===== config.mk =====
export PLATFORM = sky130hd
export DESIGN_NAME = errlog_scan_ctl
export DESIGN_NICKNAME = d
export VERILOG_FILES = /design/src/rtl/errlog_pkg.sv /design/src/rtl/errlog_cmd_reg.sv /design/src/rtl/errlog_rdy_timer.sv /design/src/rtl/errlog_scan_fsm.sv /design/src/rtl/errlog_scan_ctl.sv
export SDC_FILE = /design/constraint.sdc
export NUM_CORES = 1
export LEC_CHECK = 0
export ABC_AREA = 1
export ABC_CLOCK_PERIOD_IN_PS = 2100
export BUFFER_PORTS_ARGS = -buffer_cell sky130_fd_sc_hd__buf_2
export CELL_PAD_IN_SITES_DETAIL_PLACEMENT = 1
export CELL_PAD_IN_SITES_GLOBAL_PLACEMENT = 2
export CORE_ASPECT_RATIO = 1.2
export CORE_UTILIZATION = 27
export CTS_CLUSTER_SIZE = 8
export DETAILED_ROUTE_END_ITERATION = 12
export GPL_TIMING_DRIVEN = 0
export PLACE_DENSITY_LB_ADDON = 0.1
export SETUP_SLACK_MARGIN = 0.1
export SKIP_LAST_GASP = 1
export SLEW_MARGIN = 25
export SYNTH_ARGS = -nofsm -noshare
export SYNTH_HDL_FRONTEND = slang
export SYNTH_SLANG_ARGS = --single-unit

===== constraint.sdc =====
create_clock -name clk -period 2.1 [get_ports clk]
set_clock_uncertainty 0.2 [all_clocks]
set_input_delay 0.42 -clock clk [delete_from_list [all_inputs] [get_ports clk]]
set_output_delay 0.42 -clock clk [all_outputs]
set_load 0.02 [all_outputs]

===== src/rtl/errlog_pkg.sv =====
package errlog_pkg;
  localparam int CMD_W     = 16;
  // field positions: bit k counted from the MSB sits at index CMD_W-1-k
  localparam int FLD_SCAN  = CMD_W - 1 - 3;
  localparam int FLD_WEC   = CMD_W - 1 - 4;
  localparam int FLD_BANK  = CMD_W - 1 - 5;
  localparam int ADDR_MAXW = 10;

  typedef enum logic [1:0] {
    ST_IDLE,
    ST_FETCH,
    ST_CHECK,
    ST_HALT
  } scan_st_t;
endpackage


===== src/rtl/errlog_cmd_reg.sv =====
module errlog_cmd_reg
  import errlog_pkg::*;
(
  input  logic clk,
  input  logic rst_n,
  input  logic cmd_wr,
  input  logic cmd_wec,
  input  logic cmd_bank,
  input  logic mclr,
  input  logic io_rst,
  input  logic pfw,
  input  logic copy_done,
  output logic wec_dis,
  output logic bank_upper
);
  logic clr_any;
  assign clr_any = mclr | io_rst | pfw | copy_done | (cmd_wr & ~cmd_wec);

  always_ff @(posedge clk) begin
    if (!rst_n) begin
      wec_dis    <= 1'b0;
      bank_upper <= 1'b0;
    end else begin
      if (clr_any)
        wec_dis <= 1'b0;
      else if (cmd_wr)
        wec_dis <= 1'b1;
      if (cmd_wr)
        bank_upper <= cmd_bank;
    end
  end

  AST_WEC_CLEARED: assert property (@(posedge clk) disable iff (!rst_n)
    (mclr | io_rst | pfw | copy_done) |=> !wec_dis);
  AST_BANK_FOLLOWS: assert property (@(posedge clk) disable iff (!rst_n)
    cmd_wr |=> bank_upper == $past(cmd_bank));
endmodule


===== src/rtl/errlog_rdy_timer.sv =====
module errlog_rdy_timer #(
  parameter int DELAY_CYC = 100
) (
  input  logic clk,
  input  logic rst_n,
  input  logic busy,
  input  logic restart,
  input  logic force_rdy,
  output logic ready
);
  localparam int TW = $clog2(DELAY_CYC + 1);
  localparam logic [TW-1:0] DLY = TW'(DELAY_CYC);

  logic [TW-1:0] tcnt;

  always_ff @(posedge clk) begin
    if (!rst_n)
      tcnt <= DLY;
    else if (force_rdy)
      tcnt <= DLY;
    else if (busy | restart)
      tcnt <= '0;
    else if (tcnt != DLY)
      tcnt <= tcnt + 1'b1;
  end

  assign ready = !busy && (tcnt == DLY);

  AST_TCNT_RANGE: assert property (@(posedge clk) disable iff (!rst_n)
    tcnt <= DLY);
  AST_FORCE_READY: assert property (@(posedge clk) disable iff (!rst_n)
    force_rdy |=> tcnt == DLY);
endmodule


===== src/rtl/errlog_scan_fsm.sv =====
module errlog_scan_fsm
  import errlog_pkg::*;
#(
  parameter int ADDR_W = 10
) (
  input  logic              clk,
  input  logic              rst_n,
  input  logic              mclr,
  input  logic              cmd_wr,
  input  logic              cmd_scan,
  input  logic [ADDR_W-1:0] cmd_addr,
  input  logic              sts_rd,
  input  logic              log_err,
  output logic              log_rd_en,
  output logic [ADDR_W-1:0] cnt,
  output logic              busy,
  output logic              fin_from_halt
);
  localparam logic [ADDR_W-1:0] LAST = {ADDR_W{1'b1}};

  scan_st_t st;

  always_ff @(posedge clk) begin
    if (!rst_n) begin
      st  <= ST_IDLE;
      cnt <= '0;
    end else if (cmd_wr) begin
      cnt <= cmd_addr;
      st  <= (cmd_scan && !mclr) ? ST_FETCH : ST_IDLE;
    end else if (mclr) begin
      st <= ST_IDLE;
    end else begin
      unique case (st)
        ST_FETCH: st <= ST_CHECK;
        ST_CHECK: begin
          if (log_err) begin
            st <= ST_HALT;
          end else begin
            cnt <= cnt + 1'b1;
            st  <= (cnt == LAST) ? ST_IDLE : ST_FETCH;
          end
        end
        ST_HALT: begin
          if (sts_rd) begin
            cnt <= cnt + 1'b1;
            st  <= (cnt == LAST) ? ST_IDLE : ST_FETCH;
          end
        end
        default: st <= ST_IDLE;
      endcase
    end
  end

  assign log_rd_en     = (st == ST_FETCH);
  assign busy          = (st == ST_FETCH) || (st == ST_CHECK);
  assign fin_from_halt = (st == ST_HALT) && sts_rd && !mclr && !cmd_wr && (cnt == LAST);

  AST_MCLR_ABORTS: assert property (@(posedge clk) disable iff (!rst_n)
    (mclr && !cmd_wr) |=> (st == ST_IDLE) && !log_rd_en);
  AST_MCLR_KEEPS_ADDR: assert property (@(posedge clk) disable iff (!rst_n)
    (mclr && !cmd_wr) |=> $stable(cnt));
  AST_HALT_HOLDS: assert property (@(posedge clk) disable iff (!rst_n)
    (st == ST_HALT && !sts_rd && !cmd_wr && !mclr) |=> (st == ST_HALT) && $stable(cnt));
  AST_RESUME_NEXT: assert property (@(posedge clk) disable iff (!rst_n)
    (st == ST_HALT && sts_rd && !cmd_wr && !mclr && cnt != LAST)
      |=> (st == ST_FETCH) && (cnt == $past(cnt) + 1'b1));
  AST_IDLE_RD_IGNORED: assert property (@(posedge clk) disable iff (!rst_n)
    (st == ST_IDLE && sts_rd && !cmd_wr && !mclr) |=> $stable(cnt) && (st == ST_IDLE));
  AST_RESTART: assert property (@(posedge clk) disable iff (!rst_n)
    (cmd_wr && cmd_scan && !mclr) |=> (st == ST_FETCH) && (cnt == $past(cmd_addr)));
endmodule


===== src/rtl/errlog_scan_ctl.sv =====
module errlog_scan_ctl
  import errlog_pkg::*;
#(
  parameter int ADDR_W   = 10,
  parameter int CLK_MHZ  = 50,
  parameter int DELAY_US = 2
) (
  input  logic              clk,
  input  logic              rst_n,
  input  logic              cmd_wr,
  input  logic [15:0]       cmd_word,
  input  logic              mclr,
  input  logic              io_rst,
  input  logic              pfw,
  input  logic              copy_done,
  input  logic              sts_rd,
  output logic              log_rd_en,
  output logic [ADDR_W-1:0] log_addr,
  input  logic              log_err,
  output logic [ADDR_W-1:0] sts_addr,
  output logic              ready,
  output logic              wec_dis,
  output logic              bank_upper
);
  localparam int DELAY_CYC = CLK_MHZ * DELAY_US;

  logic              cmd_scan, cmd_wec, cmd_bank;
  logic [ADDR_W-1:0] cmd_addr;
  logic [ADDR_W-1:0] cnt;
  logic              busy, fin_from_halt, force_rdy;
  logic              unused_bits;

  assign cmd_scan    = cmd_word[FLD_SCAN];
  assign cmd_wec     = cmd_word[FLD_WEC];
  assign cmd_bank    = cmd_word[FLD_BANK];
  assign cmd_addr    = cmd_word[ADDR_W-1:0];
  assign unused_bits = ^cmd_word;

  assign force_rdy = mclr | (cmd_wr & ~cmd_scan);

  errlog_cmd_reg u_cmd (
    .clk        (clk),
    .rst_n      (rst_n),
    .cmd_wr     (cmd_wr),
    .cmd_wec    (cmd_wec),
    .cmd_bank   (cmd_bank),
    .mclr       (mclr),
    .io_rst     (io_rst),
    .pfw        (pfw),
    .copy_done  (copy_done),
    .wec_dis    (wec_dis),
    .bank_upper (bank_upper)
  );

  errlog_scan_fsm #(.ADDR_W(ADDR_W)) u_fsm (
    .clk           (clk),
    .rst_n         (rst_n),
    .mclr          (mclr),
    .cmd_wr        (cmd_wr),
    .cmd_scan      (cmd_scan),
    .cmd_addr      (cmd_addr),
    .sts_rd        (sts_rd),
    .log_err       (log_err),
    .log_rd_en     (log_rd_en),
    .cnt           (cnt),
    .busy          (busy),
    .fin_from_halt (fin_from_halt)
  );

  errlog_rdy_timer #(.DELAY_CYC(DELAY_CYC)) u_tmr (
    .clk       (clk),
    .rst_n     (rst_n),
    .busy      (busy),
    .restart   (fin_from_halt),
    .force_rdy (force_rdy),
    .ready     (ready)
  );

  assign log_addr = cnt;
  assign sts_addr = cnt;

  initial begin
    assert (ADDR_W >= 1 && ADDR_W <= ADDR_MAXW);
  end

  AST_NOT_READY_WHILE_READING: assert property (@(posedge clk) disable iff (!rst_n)
    log_rd_en |-> !ready);
  AST_STOP_READY: assert property (@(posedge clk) disable iff (!rst_n)
    (cmd_wr && !cmd_scan) |=> ready && !log_rd_en);
endmodule


# Word level (Yosys, flattened, before mapping)
# Index checks and enable logic that the tools add are counted.
[word_totals]
ff_bits = 21
inputBits = 25
output_inout_bits = 24
word_cells = 59
[classes]
addsub = 2
n_eq_ne = 10
mux = 14
bitwise_logic = 11
n_reduce_logical = 16
[ops]
columns = ["op", "n"]
rows = [
  ["two-way mux 10 bit", 4],
  ["one-hot mux 10 bit (2 select lines)", 1],
  ["two-way mux 7 bit", 2],
  ["adder 10 x 1 -> 10 bit, second input constant", 1],
  ["equality test 10 bit, second input constant", 1],
  ["two-way mux 2 bit", 4],
  ["adder 7 x 1 -> 7 bit, second input constant", 1],
  ["equality test 7 bit, second input constant", 1],
  ["!= test 7 bit, second input constant", 1],
  ["logical AND 1 bit", 6],
  ["!= test 3 bit, second input constant", 2],
  ["bitwise OR 1 bit", 6],
  ["one-hot mux 2 bit (3 select lines)", 1],
  ["equality test 2 bit, second input constant", 2],
  ["!= test 4 bit, second input constant", 1],
  ["AND reduction 4 bit", 1],
  ["OR reduction 2 bit", 2],
  ["logical NOT 1 bit", 3],
  ["NOT 1 bit", 3],
  ["nonzero test 3 bit", 1],
  ["OR reduction 3 bit", 1],
  ["AND 1 bit", 2],
  ["equality test 2 x 1 -> 1 bit, second input constant", 1],
  ["two-way mux 1 bit", 2],
  ["3 further kinds", 3],
]

# Logic depth before layout (Yosys ltp)
[depth]
word_depth = 7
mapped_depth = 11
depth_no_buf = 11

# By module
# From an unflattened synthesis, not the netlist that was laid out.
[unflattened]
hier_cells = 244
hier_area_um2 = 1531.5
[modules_own_cells]
columns = ["module", "instances", "cells_per_inst", "area_per_inst_um2", "seq_area_each_um2"]
rows = [
  ["errlog_scan_fsm", 1, 156, 942.2, 240.2],
  ["errlog_rdy_timer", 1, 59, 386.6, 140.1],
  ["errlog_cmd_reg", 1, 15, 112.6, 40.0],
  ["errlog_scan_ctl", 1, 14, 90.1, 0.0],
]

# Least setup slack after synthesis
# No wires, ideal clock.
[synth_path]
kind = "flip-flop to flip-flop"
from = "register u_fsm.cnt[0]"
to = "register u_tmr.tcnt[5]"
setup_time_ns = 0.118
arrival_ns = 1.382
required_ns = 1.782
slack_ns = 0.400
path_stages_with_launch = 9
path_buffers = 0
period_less_slack_ns = 1.700
path_cell_list = "dfxtp_1 ha_1 nand2_2 nor2_4 nand4_2 nor2_4 nor2_4 inv_4 o21ai_2"
[synth_between]
elab_chain_cells = 4
elab_cells_between_ends = 5
classes_between = "eq/ne: 1; mux: 1; bitwise: 1; reduce/logical: 2"
[synth_lines]
columns = ["item", "line_no", "source"]
rows = [
  ["start, declared", "errlog_scan_fsm.sv:15", "output logic [ADDR_W-1:0] cnt,"],
  ["start signal, assigned", "errlog_scan_fsm.sv:28", "cnt <= cmd_addr;"],
  ["start signal, assigned", "errlog_scan_fsm.sv:39", "cnt <= cnt + 1'b1;"],
  ["start signal, assigned", "errlog_scan_fsm.sv:45", "cnt <= cnt + 1'b1;"],
  ["equality test 10 bit *", "errlog_scan_fsm.sv:56", "assign fin_from_halt = (st == ST_HALT) && sts_rd && !mclr && !cmd_wr && (cnt == LAST);"],
  ["logical AND 1 bit *", "errlog_scan_fsm.sv:56", ""],
  ["bitwise OR 1 bit *", "errlog_rdy_timer.sv:21", "else if (busy | restart)"],
  ["two-way mux 7 bit / nonzero test 2 bit (equally long branches)", "n/a", ""],
  ["end signal, assigned", "errlog_rdy_timer.sv:24", "tcnt <= tcnt + 1'b1;"],
  ["end, declared", "errlog_rdy_timer.sv:14", "logic [TW-1:0] tcnt;"],
]
# Mark *: on every way between the ends. The rest lies on a longest branch, timed or not.
# A chain may end at the register's enable or synchronous reset.

# Final worst setup path
[layout_path]
from = "register u_fsm.st[1]"
to = "output port ready"
[layout_between]
elab_chain_cells = 4
elab_cells_between_ends = 5
classes_between = "eq/ne: 2; reduce/logical: 3"
[layout_lines]
columns = ["item", "line_no", "source"]
rows = [
  ["start, declared", "errlog_scan_fsm.sv:21", "scan_st_t st;"],
  ["start signal, assigned", "errlog_scan_fsm.sv:29", "st <= (cmd_scan && !mclr) ? ST_FETCH : ST_IDLE;"],
  ["start signal, assigned", "errlog_scan_fsm.sv:40", "st <= (cnt == LAST) ? ST_IDLE : ST_FETCH;"],
  ["start signal, assigned", "errlog_scan_fsm.sv:46", "st <= (cnt == LAST) ? ST_IDLE : ST_FETCH;"],
  ["equality test 2 x 1 -> 1 bit / equality test 2 bit (equally long branches)", "errlog_scan_fsm.sv:55", "assign busy = (st == ST_FETCH) || (st == ST_CHECK);"],
  ["logical OR 1 bit *", "errlog_scan_fsm.sv:55", ""],
  ["logical NOT 1 bit *", "errlog_rdy_timer.sv:27", "assign ready = !busy && (tcnt == DLY);"],
  ["logical AND 1 bit *", "errlog_rdy_timer.sv:27", ""],
  ["end, declared", "errlog_scan_ctl.sv:21", "output logic ready,"],
]
# Marked as above.

==> key figures <==
Global route
  – Total grt overflow: 0
  – Largest net degree at the start of global routing: 13
  – Met3 Use GR: 0.0206
  – Antenna violations before repair: 0
  – Vias in the first global route: between 1,000 and 1,500
  – Global-route wire length before repair: a little under 7 mm
  – Met1 usage: 0.178
  – Total track usage: 0.143
  – Most Crowded Layer GR: met2
  – M2 GR Usage: 0.255

Placement
  – Post-DP HPWL: ~3.1 mm
  – Final GP Congestion: slightly above 0.7
  – I/O Buffers: 43

Drt
  – DRC viols: 0
  – DR vias: between 1,000 and 1,500
  – Final WL: 4.05 mm
  – Wire length per cell: between 10 and 15 um
  – Vias per cell: 4.74
  – Antenna Nets Post-Route: 0
  – Initial DRC Count: 24
  – DR pass1 iterations: 4

Worst setup path
  – Crit-path max cell delay: between 300 and 400 ps
  – R2r worst-path depth: 8
  – Setup crit start kind: flop
  – CP Class: reg -> out
  – Crit Path Max Fanout: 4
  – Worst flop-to-flop path startpoint: u_fsm.cnt[0]
  – Buffers and inverters on the worst path: 2
  – CP cell instances: inv_1, ha_1, nor2_1, buf_2
  – CP arrival: ~1300 ps
  – Type of element capturing the critical path: primary output
  – Reg2reg end: u_tmr.tcnt[6]
  – Reg2Reg Setup Slack: around 350 ps
  – Worst EP required: 1480 ps
  – Max stage delay cell, worst path: dfxtp_1
  – Crit-path leading delay family: flip-flops

Clocking
  – CTS Hold Bufs: 0
  – Skew-Pair Late Insertion Delay: around 270 ps
  – CTS tree: done
  – TritonCTS buffer count: 3
  – Htree depth: 1
  – Clk sinks: 21
  – CTS clock-pin slew for the worst setup and hold paths: ~90 ps
  – Max Root-Sink Buffers: 2
  – CTS root buffer: clkbuf_8

Pwr
  – P_int: 0.649 mW
  – Peak supply drop: 0.214 mV
  – Combinational Power Share: 0.244
  – Switch share: 0.336
  – Lkg Pwr: about 0.83 nW
  – Pwr/cell area: 529 mW/mm^2
  – Reg power frac: 0.457
  – Switching Power: between 0.3 and 0.4 mW
  – Clk pwr share: 0.299

Floorplanning
  – Die height: between 80 and 90 um
  – Starting Density: 0.280
  – Die Width: 69.6 um
  – DIE AREA: slightly below 0.006 mm^2
  – I/O pin total: around 50
  – Core box area: about 0.0053 mm^2
  – Row count: 29

Timing
  – Pins Over Slew Limit: 0
  – Tmin final: 1910 ps
  – Tcrit/Tclk final: 0.911
  – Slew at the pin with the worst max-slew slack: slightly above 300 ps
  – Final Hold Fails: 0
  – RSZ-0062 raised after global routing: false
  – Hold WS: 170 ps
  – Final Setup Violations: 0
  – Setup tns final: 0 ps
  – Fmax: 523 MHz
  – Max-slew headroom: 0.798

Yosys
  – Ys async rst share: 0
  – Yosys reg bits: 21
  – Sequential share of the synthesized area: 0.284
  – Yosys cell types: 36
  – YS warnings: 0
  – Net count after synthesis: 234
  – Post-Syn Area: 0.00148 mm^2
  – Avg Cell Area, Syn: between 7 and 8 um^2
  – Post-synth EDFFs: 0
  – Most common flop cell mapped by yosys: dfxtp_1
  – Mapped Cells: approximately 200

Min path
  – Min-Delay Startpoint: cmd_word[10]
  – WHS Path Cells: 3
  – Worst min-delay path category: in -> reg
  – Hold EP: u_cmd.bank_upper

Final layout
  – P&R area growth vs syn: 24.6%
  – ANT cells: 0
  – Net count reported at finish: about 280
  – Fraction of layout cells with a size suffix above 1: 0.394

Outcome
  – Status: finished, final reports clean

Flow run
  – MaxCap Viol Count: 0
worst reg2reg max path, delay by kind of cell, from the launching register on:
| family | cells | cell delay, ps |
|---|---|---|
| fa+ha+maj | 1 | 260 |
| compound gates | 1 | 50 |
| flops | 1 | 460 |
| simple gates | 5 | 580 |
| buf+inv | 1 | 100 |
area by class of cell:
class                   instances  area (um^2)
clock buffers                   3         41.3
plain buffers                  14          101
flip-flops and latches         21          423
well taps                      62         77.6
fillers                       692         3450
repair buffers                 43          215
inverters                      23         96.3
clock inverters                 1         5.00
multi-input cells             144          887
registers in the layout (all words and copies together) (netlist names):
name	flops
u_cmd.wec_dis	1
u_fsm.cnt	10
u_fsm.st	2
u_cmd.bank_upper	1
u_tmr.tcnt	7
timing repair:
action | CTS | global route
buffers inserted | 0 | 0
setup endpoints to repair | 1 | 2
resized for setup | 2 | 6
hold endpoints to repair | 0 | 0
power groups by stage:
stage               Clock [mW]  Combinational [mW]  Sequential, mW
floorplan                    0               0.143           0.469
global placement             0               0.235           0.457
detailed placement           0               0.235           0.456
CTS                      0.302               0.238           0.447
global route             0.319               0.262           0.451
finish                   0.292               0.238           0.447
cell usage after synthesis (2+ instances only):
cell / instances / share of area
or2_2: 2 / 0.0084
nor2_4: 5 / 0.038
a31oi_1: 2 / 0.0084
nor2_2: 3 / 0.013
dfxtp_1: 21 / 0.28
buf_2: 3 / 0.010
a21oi_2: 3 / 0.018
inv_1: 18 / 0.046
o21ai_2: 2 / 0.012
nor2_1: 22 / 0.056
inv_2: 2 / 0.0051
nand4_1: 7 / 0.030
a21oi_1: 14 / 0.047
nand3_1: 12 / 0.041
buf_4: 10 / 0.051
o21ai_0: 8 / 0.027
nor3_1: 3 / 0.010
o21ai_1: 3 / 0.010
nand2_2: 5 / 0.021
nor4_1: 2 / 0.0084
inv_4: 2 / 0.0084
xor2_1: 3 / 0.018
nand2_1: 31 / 0.078
ha_1: 7 / 0.059
per-stage QoR:
step                      area (um^2)  cells  setup WS, ps   util  power (mW)
after floorplan                  1480    202           400      -       0.611
after global placement           1780    307           316  0.335       0.691
after detailed placement         1780    307           316  0.335       0.691
after CTS                        1830    311           112  0.345       0.987
after global routing             1850    311           115  0.349        1.03
final                            1850    311           186  0.349       0.977
logic make-up after synthesis:
family / count (synthesis) / synth area share
AOI/OAI and AO/OA: 35 / 0.151
xor gates and xnor gates: 4 / 0.0236
adders and majority gates: 7 / 0.0591
buffers and inverters: 37 / 0.133
DFF: 21 / 0.284
muxes: 1 / 0.00675
and+or+nand+nor: 97 / 0.343
worst max path at each step:
| stage | startpoint | to | slack (ps) | depth (start not counted) |
|---|---|---|---|---|
| after CTS | u_fsm.st[0] | ready | 110 | 4 |
| final | u_fsm.st[1] | ready | 190 | 4 |
| after detailed placement | u_fsm.st[0] | u_fsm.cnt[8] | 320 | 11 |
| after global placement | u_fsm.st[0] | u_fsm.cnt[8] | 320 | 11 |
| after global routing | u_tmr.tcnt[2] | ready | 120 | 5 |
| after floorplan | u_fsm.cnt[0] | u_tmr.tcnt[5] | 400 | 8 |
cell usage in the layout (no fill, tap or decap), types with 2 or more instances in the layout:
cell / instances
xor2_1: 3
inv_1: 18
a21oi_2: 3
nand3_1: 11
inv_2: 2
clkbuf_8: 3
or2_2: 2
a21oi_1: 14
inv_4: 2
nand2_1: 31
nor3_1: 3
nor2_2: 4
buf_4: 10
o21ai_2: 2
nor4_1: 2
ha_1: 6
o21ai_1: 3
nor2_1: 21
dfxtp_2: 2
buf_2: 46
dfxtp_1: 19
a31oi_1: 2
nand4_1: 7
nand2_2: 5
nor2_4: 5
o21ai_0: 8
routing by layer:
metal	vias up	share of wire
li1	750	-
met1	700	0.44
met2	23	0.52
met3	2	0.031
met4	0	0.0059
met5	-	0
No activity file was read; power rests on OpenSTA's default activity.
